==> src/rtl/bmu_pkg.sv <==
package bmu_pkg;
  typedef enum logic [1:0] {
    BOP_TEST  = 2'd0,
    BOP_FLIP  = 2'd1,
    BOP_CLEAR = 2'd2,
    BOP_SET   = 2'd3
  } bop_e;

  localparam int FLAG_W = 5;
  localparam int FLAG_Z = 2;
endpackage

==> src/rtl/bmu_mask_gen.sv <==
module bmu_mask_gen #(
  parameter int DATA_W = 32,
  parameter int BYTE_W = 8,
  parameter int NUM_W  = 8
) (
  input  logic [NUM_W-1:0]  bitnum,
  input  logic              is_mem,
  output logic [DATA_W-1:0] bit_mask,
  output logic [DATA_W-1:0] lane_mask
);
  localparam int IDX_W  = $clog2(DATA_W);
  localparam int BIDX_W = $clog2(BYTE_W);

  logic [IDX_W-1:0] sel_idx;
  logic             unused_hi_bits;

  assign unused_hi_bits = ^bitnum;

  // register kind keeps the word index, memory kind keeps the byte index
  always_comb begin
    if (is_mem)
      sel_idx = {{(IDX_W-BIDX_W){1'b0}}, bitnum[BIDX_W-1:0]};
    else
      sel_idx = bitnum[IDX_W-1:0];
  end

  for (genvar i = 0; i < DATA_W; i++) begin : g_lane
    assign bit_mask[i] = (sel_idx == IDX_W'(i));
    if (i < BYTE_W) begin : g_low
      assign lane_mask[i] = 1'b1;
    end else begin : g_high
      assign lane_mask[i] = ~is_mem;
    end
  end
endmodule

==> src/rtl/bmu_alu.sv <==
module bmu_alu
  import bmu_pkg::*;
#(
  parameter int DATA_W = 32
) (
  input  logic [DATA_W-1:0] operand,
  input  logic [DATA_W-1:0] bit_mask,
  input  logic [DATA_W-1:0] lane_mask,
  input  bop_e              op,
  output logic [DATA_W-1:0] result,
  output logic              old_bit,
  output logic              writes
);
  logic [DATA_W-1:0] base;

  assign base    = operand & lane_mask;
  assign old_bit = |(base & bit_mask);

  always_comb begin
    unique case (op)
      BOP_SET:   begin result = base | bit_mask;  writes = 1'b1; end
      BOP_CLEAR: begin result = base & ~bit_mask; writes = 1'b1; end
      BOP_FLIP:  begin result = base ^ bit_mask;  writes = 1'b1; end
      default:   begin result = base;             writes = 1'b0; end
    endcase
  end
endmodule

==> src/rtl/bit_modify_unit.sv <==
module bit_modify_unit
  import bmu_pkg::*;
#(
  parameter int DATA_W = 32,
  parameter int BYTE_W = 8,
  parameter int NUM_W  = 8
) (
  input  logic              clk,
  input  logic              rst,
  input  logic              in_valid,
  input  logic [DATA_W-1:0] in_operand,
  input  logic [NUM_W-1:0]  in_bitnum,
  input  logic              in_is_mem,
  input  logic [1:0]        in_op,
  input  logic [FLAG_W-1:0] in_flags,
  output logic              out_done,
  output logic [DATA_W-1:0] out_value,
  output logic              out_wr_en,
  output logic [FLAG_W-1:0] out_flags
);
  logic [DATA_W-1:0] bit_mask, lane_mask, result;
  logic              old_bit, writes;
  logic [FLAG_W-1:0] next_flags;

  bmu_mask_gen #(.DATA_W(DATA_W), .BYTE_W(BYTE_W), .NUM_W(NUM_W)) u_mask (
    .bitnum   (in_bitnum),
    .is_mem   (in_is_mem),
    .bit_mask (bit_mask),
    .lane_mask(lane_mask)
  );

  bmu_alu #(.DATA_W(DATA_W)) u_alu (
    .operand  (in_operand),
    .bit_mask (bit_mask),
    .lane_mask(lane_mask),
    .op       (bop_e'(in_op)),
    .result   (result),
    .old_bit  (old_bit),
    .writes   (writes)
  );

  always_comb begin
    next_flags         = in_flags;
    next_flags[FLAG_Z] = ~old_bit;
  end

  always_ff @(posedge clk) begin
    if (rst) begin
      out_done  <= 1'b0;
      out_wr_en <= 1'b0;
      out_value <= '0;
      out_flags <= '0;
    end else begin
      out_done  <= in_valid;
      out_wr_en <= in_valid & writes;
      if (in_valid) begin
        out_value <= result;
        out_flags <= next_flags;
      end
    end
  end
endmodule

==> config.mk <==
export PLATFORM = sky130hd
export DESIGN_NAME = bit_modify_unit
export DESIGN_NICKNAME = d
export VERILOG_FILES = /design/src/rtl/bmu_pkg.sv /design/src/rtl/bmu_mask_gen.sv /design/src/rtl/bmu_alu.sv /design/src/rtl/bit_modify_unit.sv
export SDC_FILE = /design/constraint.sdc
export NUM_CORES = 1
export LEC_CHECK = 0
export BUFFER_PORTS_ARGS = -buffer_cell sky130_fd_sc_hd__buf_2
export CAP_MARGIN = 40
export CELL_PAD_IN_SITES_DETAIL_PLACEMENT = 1
export CELL_PAD_IN_SITES_GLOBAL_PLACEMENT = 1
export CORE_MARGIN = 4
export CORE_UTILIZATION = 36
export DETAILED_ROUTE_END_ITERATION = 6
export PLACE_DENSITY_LB_ADDON = 0.1
export SETUP_SLACK_MARGIN = 0.05
export SLEW_MARGIN = 20
export SYNTH_ARGS = -nofsm -noshare
export SYNTH_HDL_FRONTEND = slang
export SYNTH_HIERARCHICAL = 1
export SYNTH_SLANG_ARGS = --single-unit
==> constraint.sdc <==
create_clock -name clk -period 1.8 [get_ports clk]
set_clock_uncertainty 0.15 [all_clocks]
set_input_delay 0.09 -clock clk [delete_from_list [all_inputs] [get_ports clk]]
set_output_delay 0.09 -clock clk [all_outputs]
set_load 0.005 [all_outputs]
# Word-level counts from Yosys, hierarchy flattened
# Index checks and enable logic that the tools add are counted.
[word_totals]
inputBits = 51
rom_bits = 0
wordCells = 53
n_memories = 0
ramBits = 0
latch_bits = 0
regBits = 39
out_inout_bits = 39
[classes]
bitwise = 9
add_sub_neg = 0
n_shift = 0
reduce_logical = 3
div = 0
n_lt_le_gt_ge = 0
muxes = 3
mul = 0
n_eq_ne = 34
[ops]
columns = ["cell", "n"]
rows = [
  ["32-bit AND", 3],
  ["32-bit case mux with 3 select lines", 1],
  ["5-bit == test (second input constant)", 16],
  ["5-bit by 4-bit == test with 1-bit output (second input constant)", 8],
  ["32-bit inverter", 1],
  ["32-bit OR", 1],
  ["32-bit OR reduction", 1],
  ["32-bit XOR", 1],
  ["5-bit by 3-bit == test with 1-bit output (second input constant)", 4],
  ["5-bit by 2-bit == test with 1-bit output (second input constant)", 2],
  ["5-bit by 1-bit == test with 1-bit output (second input constant)", 1],
  ["5-bit zero test", 1],
  ["5-bit 2-to-1 mux", 1],
  ["2-bit == test (second input constant)", 2],
  ["3-bit OR reduction", 1],
  ["2-bit by 1-bit == test with 1-bit output (second input constant)", 1],
  ["1-bit inverter", 2],
  ["1-bit AND", 1],
  ["1-bit 2-to-1 mux", 1],
]

# Logic depth before layout (Yosys ltp)
[depth]
ltp_word = 5
mapped_depth = 10
mapped_depth_nobuf = 9

# Hierarchy
# Netlist, hierarchy kept.
[modules_own_cells]
columns = ["mod", "seq_area_each_um2", "cells_each", "instances", "area_per_inst_um2"]
rows = [
  ["bmu_alu", 0.0, 311, 1, 1973.1],
  ["bit_modify_unit", 780.7, 124, 1, 1392.6],
  ["bmu_mask_gen", 0.0, 81, 1, 494.2],
]

# Worst setup path before layout
# No wires, ideal clock.
[synth_timing]
path_kind = "input to register"
from = "in in_is_mem"
to = "reg out_value[10]"
path_buffers = 0
setup_time_ps = 64
arrival_time_ps = 1546
stages = 9
path_slack_ps = 40
required_ps = 1586
path_cell_list = "or4b_1 nor2_1 inv_1 ha_1 nand2_1 o21ai_0 a211oi_2 mux2i_1 nor2_1"
[synth_between]
elab_chain_cells = 5
elab_cells_between_ends = 9
[synth_lines]
columns = ["element", "line", "source"]
rows = [
  ["from (decl)", "bit_modify_unit.sv:13", "input logic in_is_mem,"],
  ["5-bit 2-to-1 mux (*)", "bmu_mask_gen.sv:21", "if (is_mem)"],
  ["5-bit by 4-bit == test with 1-bit output (*)", "bmu_mask_gen.sv:28", "assign bit_mask[i] = (sel_idx == IDX_W'(i));"],
  ["net bit_mask[10]", "bit_modify_unit.sv:21", "logic [DATA_W-1:0] bit_mask, lane_mask, result;"],
  ["32-bit inverter", "bmu_alu.sv:22", "BOP_CLEAR: begin result = base & ~bit_mask; writes = 1'b1; end"],
  ["32-bit AND", "bmu_alu.sv:22", ""],
  ["32-bit case mux with 3 select lines (*)", "bmu_alu.sv:20", "unique case (op)"],
  ["net result[10]", "bit_modify_unit.sv:21", ""],
  ["to (signal assigned)", "bit_modify_unit.sv:57", "out_value <= result;"],
  ["to (decl)", "bit_modify_unit.sv:17", "output logic [DATA_W-1:0] out_value,"],
]
# The timed path passes the listed nets; every way through them passes the cells marked *.
# A chain may end at the register's enable or synchronous reset.

# Worst setup path in the final report
[layout_timing]
from = "in in_is_mem"
to = "reg out_value[19]"
[layout_between]
elab_chain_cells = 5
elab_cells_between_ends = 9
[layout_lines]
columns = ["element", "line"]
rows = [
  ["5-bit 2-to-1 mux (*)", "bmu_mask_gen.sv:21"],
  ["5-bit == test (*)", "bmu_mask_gen.sv:28"],
  ["net bit_mask[19]", "bit_modify_unit.sv:21"],
  ["32-bit inverter", "bmu_alu.sv:22"],
  ["32-bit AND", "bmu_alu.sv:22"],
  ["32-bit case mux with 3 select lines (*)", "bmu_alu.sv:20"],
  ["net result[19]", "bit_modify_unit.sv:21"],
]
# Marks and branches as above.

==> flow_summary.yaml <==
outcome:
  status: "finished, final reports clean"
floorplan:
  ios: 90
  dieArea_sq_um: 12440
  die_x_microns: 111.5
  fp-row-count: 37
  core_area_sq_um: 10370
  die_h_microns: 111.5
  start_util_pct: 37.22
routing:
  via_count: 3724
  drt_iter0_drc: 101
  drc_errors: 0
  vias_per_cell: 5.101
  drtPass1Iterations: 4
  final_antenna_net_count: 0
  wl_mm: 11.55
  wl_per_cell_microns: 15.82
global_route:
  grt_pass1_vias: 3959
  grt.overflow.total: 0
  grtUsageTotal_pct: 18.89
  grt_max_degree: 59
  antenna_found_initial: 0
  grt_pass1_wl_mm: 19.46
critical_path:
  required_ps: 1900
  worst_path_max_delay_cell: "or4b_4"
  crit_fanout: 5
  ff2ff_setup_slack_ps: 1010
  max_stage_delay_ps: 590
  end_kind: "register"
  rr_startpoint: "out_value[8]$_SDFFE_PP0P_"
  worstPathArrival_ps: 1790
  path_class: "input pin to register"
  reg2reg_to: "out_value[8]$_SDFFE_PP0P_"
  worst-r2r-cell-count: 2
  crit_chain: "buf_2 -> or4b_4 -> nor2_4 -> inv_1 -> ha_1 -> nand2_1 -> o21ai_0 -> a211oi_2 -> mux2i_1 -> nor2_1"
  start_kind: "input pin"
min_path:
  hold_depth: 5
  min_from: "in_operand[2]"
  hold_end: "out_value[2]$_SDFFE_PP0P_"
  min-delay-path-class: "input pin to register"
placement:
  dp_worst_setup_slack_ps: -330.8
  io_buffers: 85
  dpl.hpwl_mm: 8.781
  gp_congestion: 0.7684
cells_and_area:
  regArea_sq_um: 780.7
  layout-area-overhead-vs-synth_pct: 17.86
  drive_gt1_share_pct: 31.14
  antenna_cells: 0
  final_util_pct: 43.87
  multi_input_area_sq_um: 2574
  fin_nets: 676
  fillers: 1328
synthesis:
  yosys.area.top_type_share_pct: 20.23
  synth_top_area_cell: "dfxtp_1"
  synthesis.area_sq_um: 3860
  synth_ff_type: "dfxtp_1"
  synth.distinct_cells: 31
  synth_area_per_cell_sq_um: 7.481
  yosysSeqAreaShare_pct: 20.23
  synth_cells: 516
  synth-edff-count: 0
  synth.area.top_cells: "dfxtp_1 20%, ha_1 10%, a211oi_2 10%"
  ys_async_sr_fraction_pct: 0
  ys_warn_count: 6
  synth_seq_cells: 39
timing:
  worst_pin_slew_ps: 575.4
  fmax_mhz: 589.4
  fin_ws_ps: 103.3
  setup_viol: 0
  finalCriticalPeriod_ps: 1697
  timing.final.crit_share_pct: 94.26
  finalHoldViolCount: 0
  maxSlewHeadroom_pct: 61.64
  finalMaxSlewViolations: 0
  rsz0062_at_grt: "true"
cts:
  worstSkewPairLatency_ps: 310
  htree_levels: 2
  root_buffer: "clkbuf_8"
  clock_tree.buffer_depth: 2
  path_clk_slew_ps: 90
  clock_sinks: 39
  postCtsSetupRepairBufs: 0
  cts_buffers: 5
  cts_tree: "yes"
pwr:
  vdd_drop_max_v: 0.0003207
  power_density_nw_per_um2: 525.4
  leakage_nw: 2.055
flow_run:
  maxCapViolations: 0
[critical path: cells and delay by family]
kind                     cells  cell delay [ps]
AND/OR/NAND/NOR              4              850
adder cells (fa/ha/maj)      1              190
buffers and inverters        2              180
AO/OA/AOI/OAI                2              380
multiplexers                 1              110
[timing repair]
item / 4_1_cts / 5_1_grt
pin swaps: 1 / 7
gates resized for setup: 2 / 21
endpoints found under the setup margin: 6 / 20
hold buffers: 5 / 0
hold endpoints to repair: 5 / 0
[stage by stage]
step	setup TNS, ps	power, mW	hold slack [ps]	cell area, sq um	cells
after floorplan	0	1.506	87.21	3886	523
after global placement	-4393	1.699	176.2	4322	717
after detailed placement	-5941	1.732	185.4	4322	717
after CTS	0	2.432	108.6	4473	730
after global routing	0	2.574	162.9	4549	730
final	0	2.390	115.0	4549	730
[worst max path at each step]
| stage | start | to | slack [ps] | depth (start not counted) |
|---|---|---|---|---|
| after floorplan | in_is_mem | out_value[10]$_SDFFE_PP0P_ | 50 | 9 |
| after global placement | in_is_mem | out_value[11]$_SDFFE_PP0P_ | -260 | 9 |
| after detailed placement | in_is_mem | out_value[8]$_SDFFE_PP0P_ | -330 | 10 |
| after CTS | in_bitnum[3] | out_value[19]$_SDFFE_PP0P_ | 70 | 10 |
| after global routing | in_is_mem | out_value[16]$_SDFFE_PP0P_ | 10 | 9 |
| final | in_is_mem | out_value[19]$_SDFFE_PP0P_ | 100 | 10 |
[registers in the layout, summed over array words and instances, names as in the netlist]
signal / count
out_value: 32
out_flags: 5
out_wr_en: 1
out_done: 1
[power breakdown]
group | leakage, nW | switching [mW] | internal (mW)
combinational | 1.69 | 0.431 | 0.344
clock | 0.0408 | 0.388 | 0.278
sequential | 0.321 | 0.0269 | 0.922
total | 2.05 | 0.846 | 1.54
[synth_stat cells (3+ instances only)]
master     count
a211oi_2      31
a21oi_1       32
buf_2          8
buf_4         39
buf_6          9
clkbuf_1       5
dfxtp_1       39
ha_1          32
inv_1         33
mux2i_1       36
nand2_1       66
nand3_1       24
nand4bb_1      3
nor2_1        93
nor3_1         4
nor3b_1        4
o2111ai_1      8
o21ai_0       32
[layout by cell type, fill, tap and decap left out, drive strengths merged, types with 2 or more instances in the layout]
cell type    Yosys  routed
a211oi          33      33
nand2b           3       3
dfxtp           39      39
nor3b            4       4
inv             33      34
clkinvlp         0       2
clkbuf           5       5
nor4             2       2
buf             58     121
o2111ai          8       8
dlygate4sd3      0       5
nand4bb          3       3
mux2i           36      36
a21oi           32      32
or4b             2       2
conb             1       8
nand3           24      24
ha              32      32
or2              2       2
o21ai           32      32
nand2           66      66
nor3             4       4
nor2            93      93
[cell type report]
class                      count  share of cell area (%)
multi-input combinational    388                   56.57
sequential                    39                   17.16
clock buffer                   5                   1.513
tap                          136                   3.740
inverter                      33                   2.723
clock inverter                 3                  0.5226
timing repair buffer         126                   17.77
[cells by family (layout without fill, tap and decap cells)]
group	after synthesis	in the layout	share of synthesized area [%]
AOI/OAI and AO/OA	106	106	20.81
adders and majority gates	32	32	10.37
buffers and inverters	96	167	15.98
DFF	39	39	20.23
muxes	36	36	9.336
other	1	8	0.09715
and+or+nand+nor	206	206	23.18
[routing by layer]
| layer | global-route usage (%) | vias to the layer above | routed length [microns] |
|---|---|---|---|
| met3 | 2.935 | 5 | 399 |
| met1 | 23.80 | 1783 | 5425 |
| met5 | 0 | - | 0 |
| li1 | - | 1873 | - |
| met4 | 3.650 | 0 | 95 |
| met2 | 34.22 | 63 | 5626 |
(Power assumes the default switching activity.)
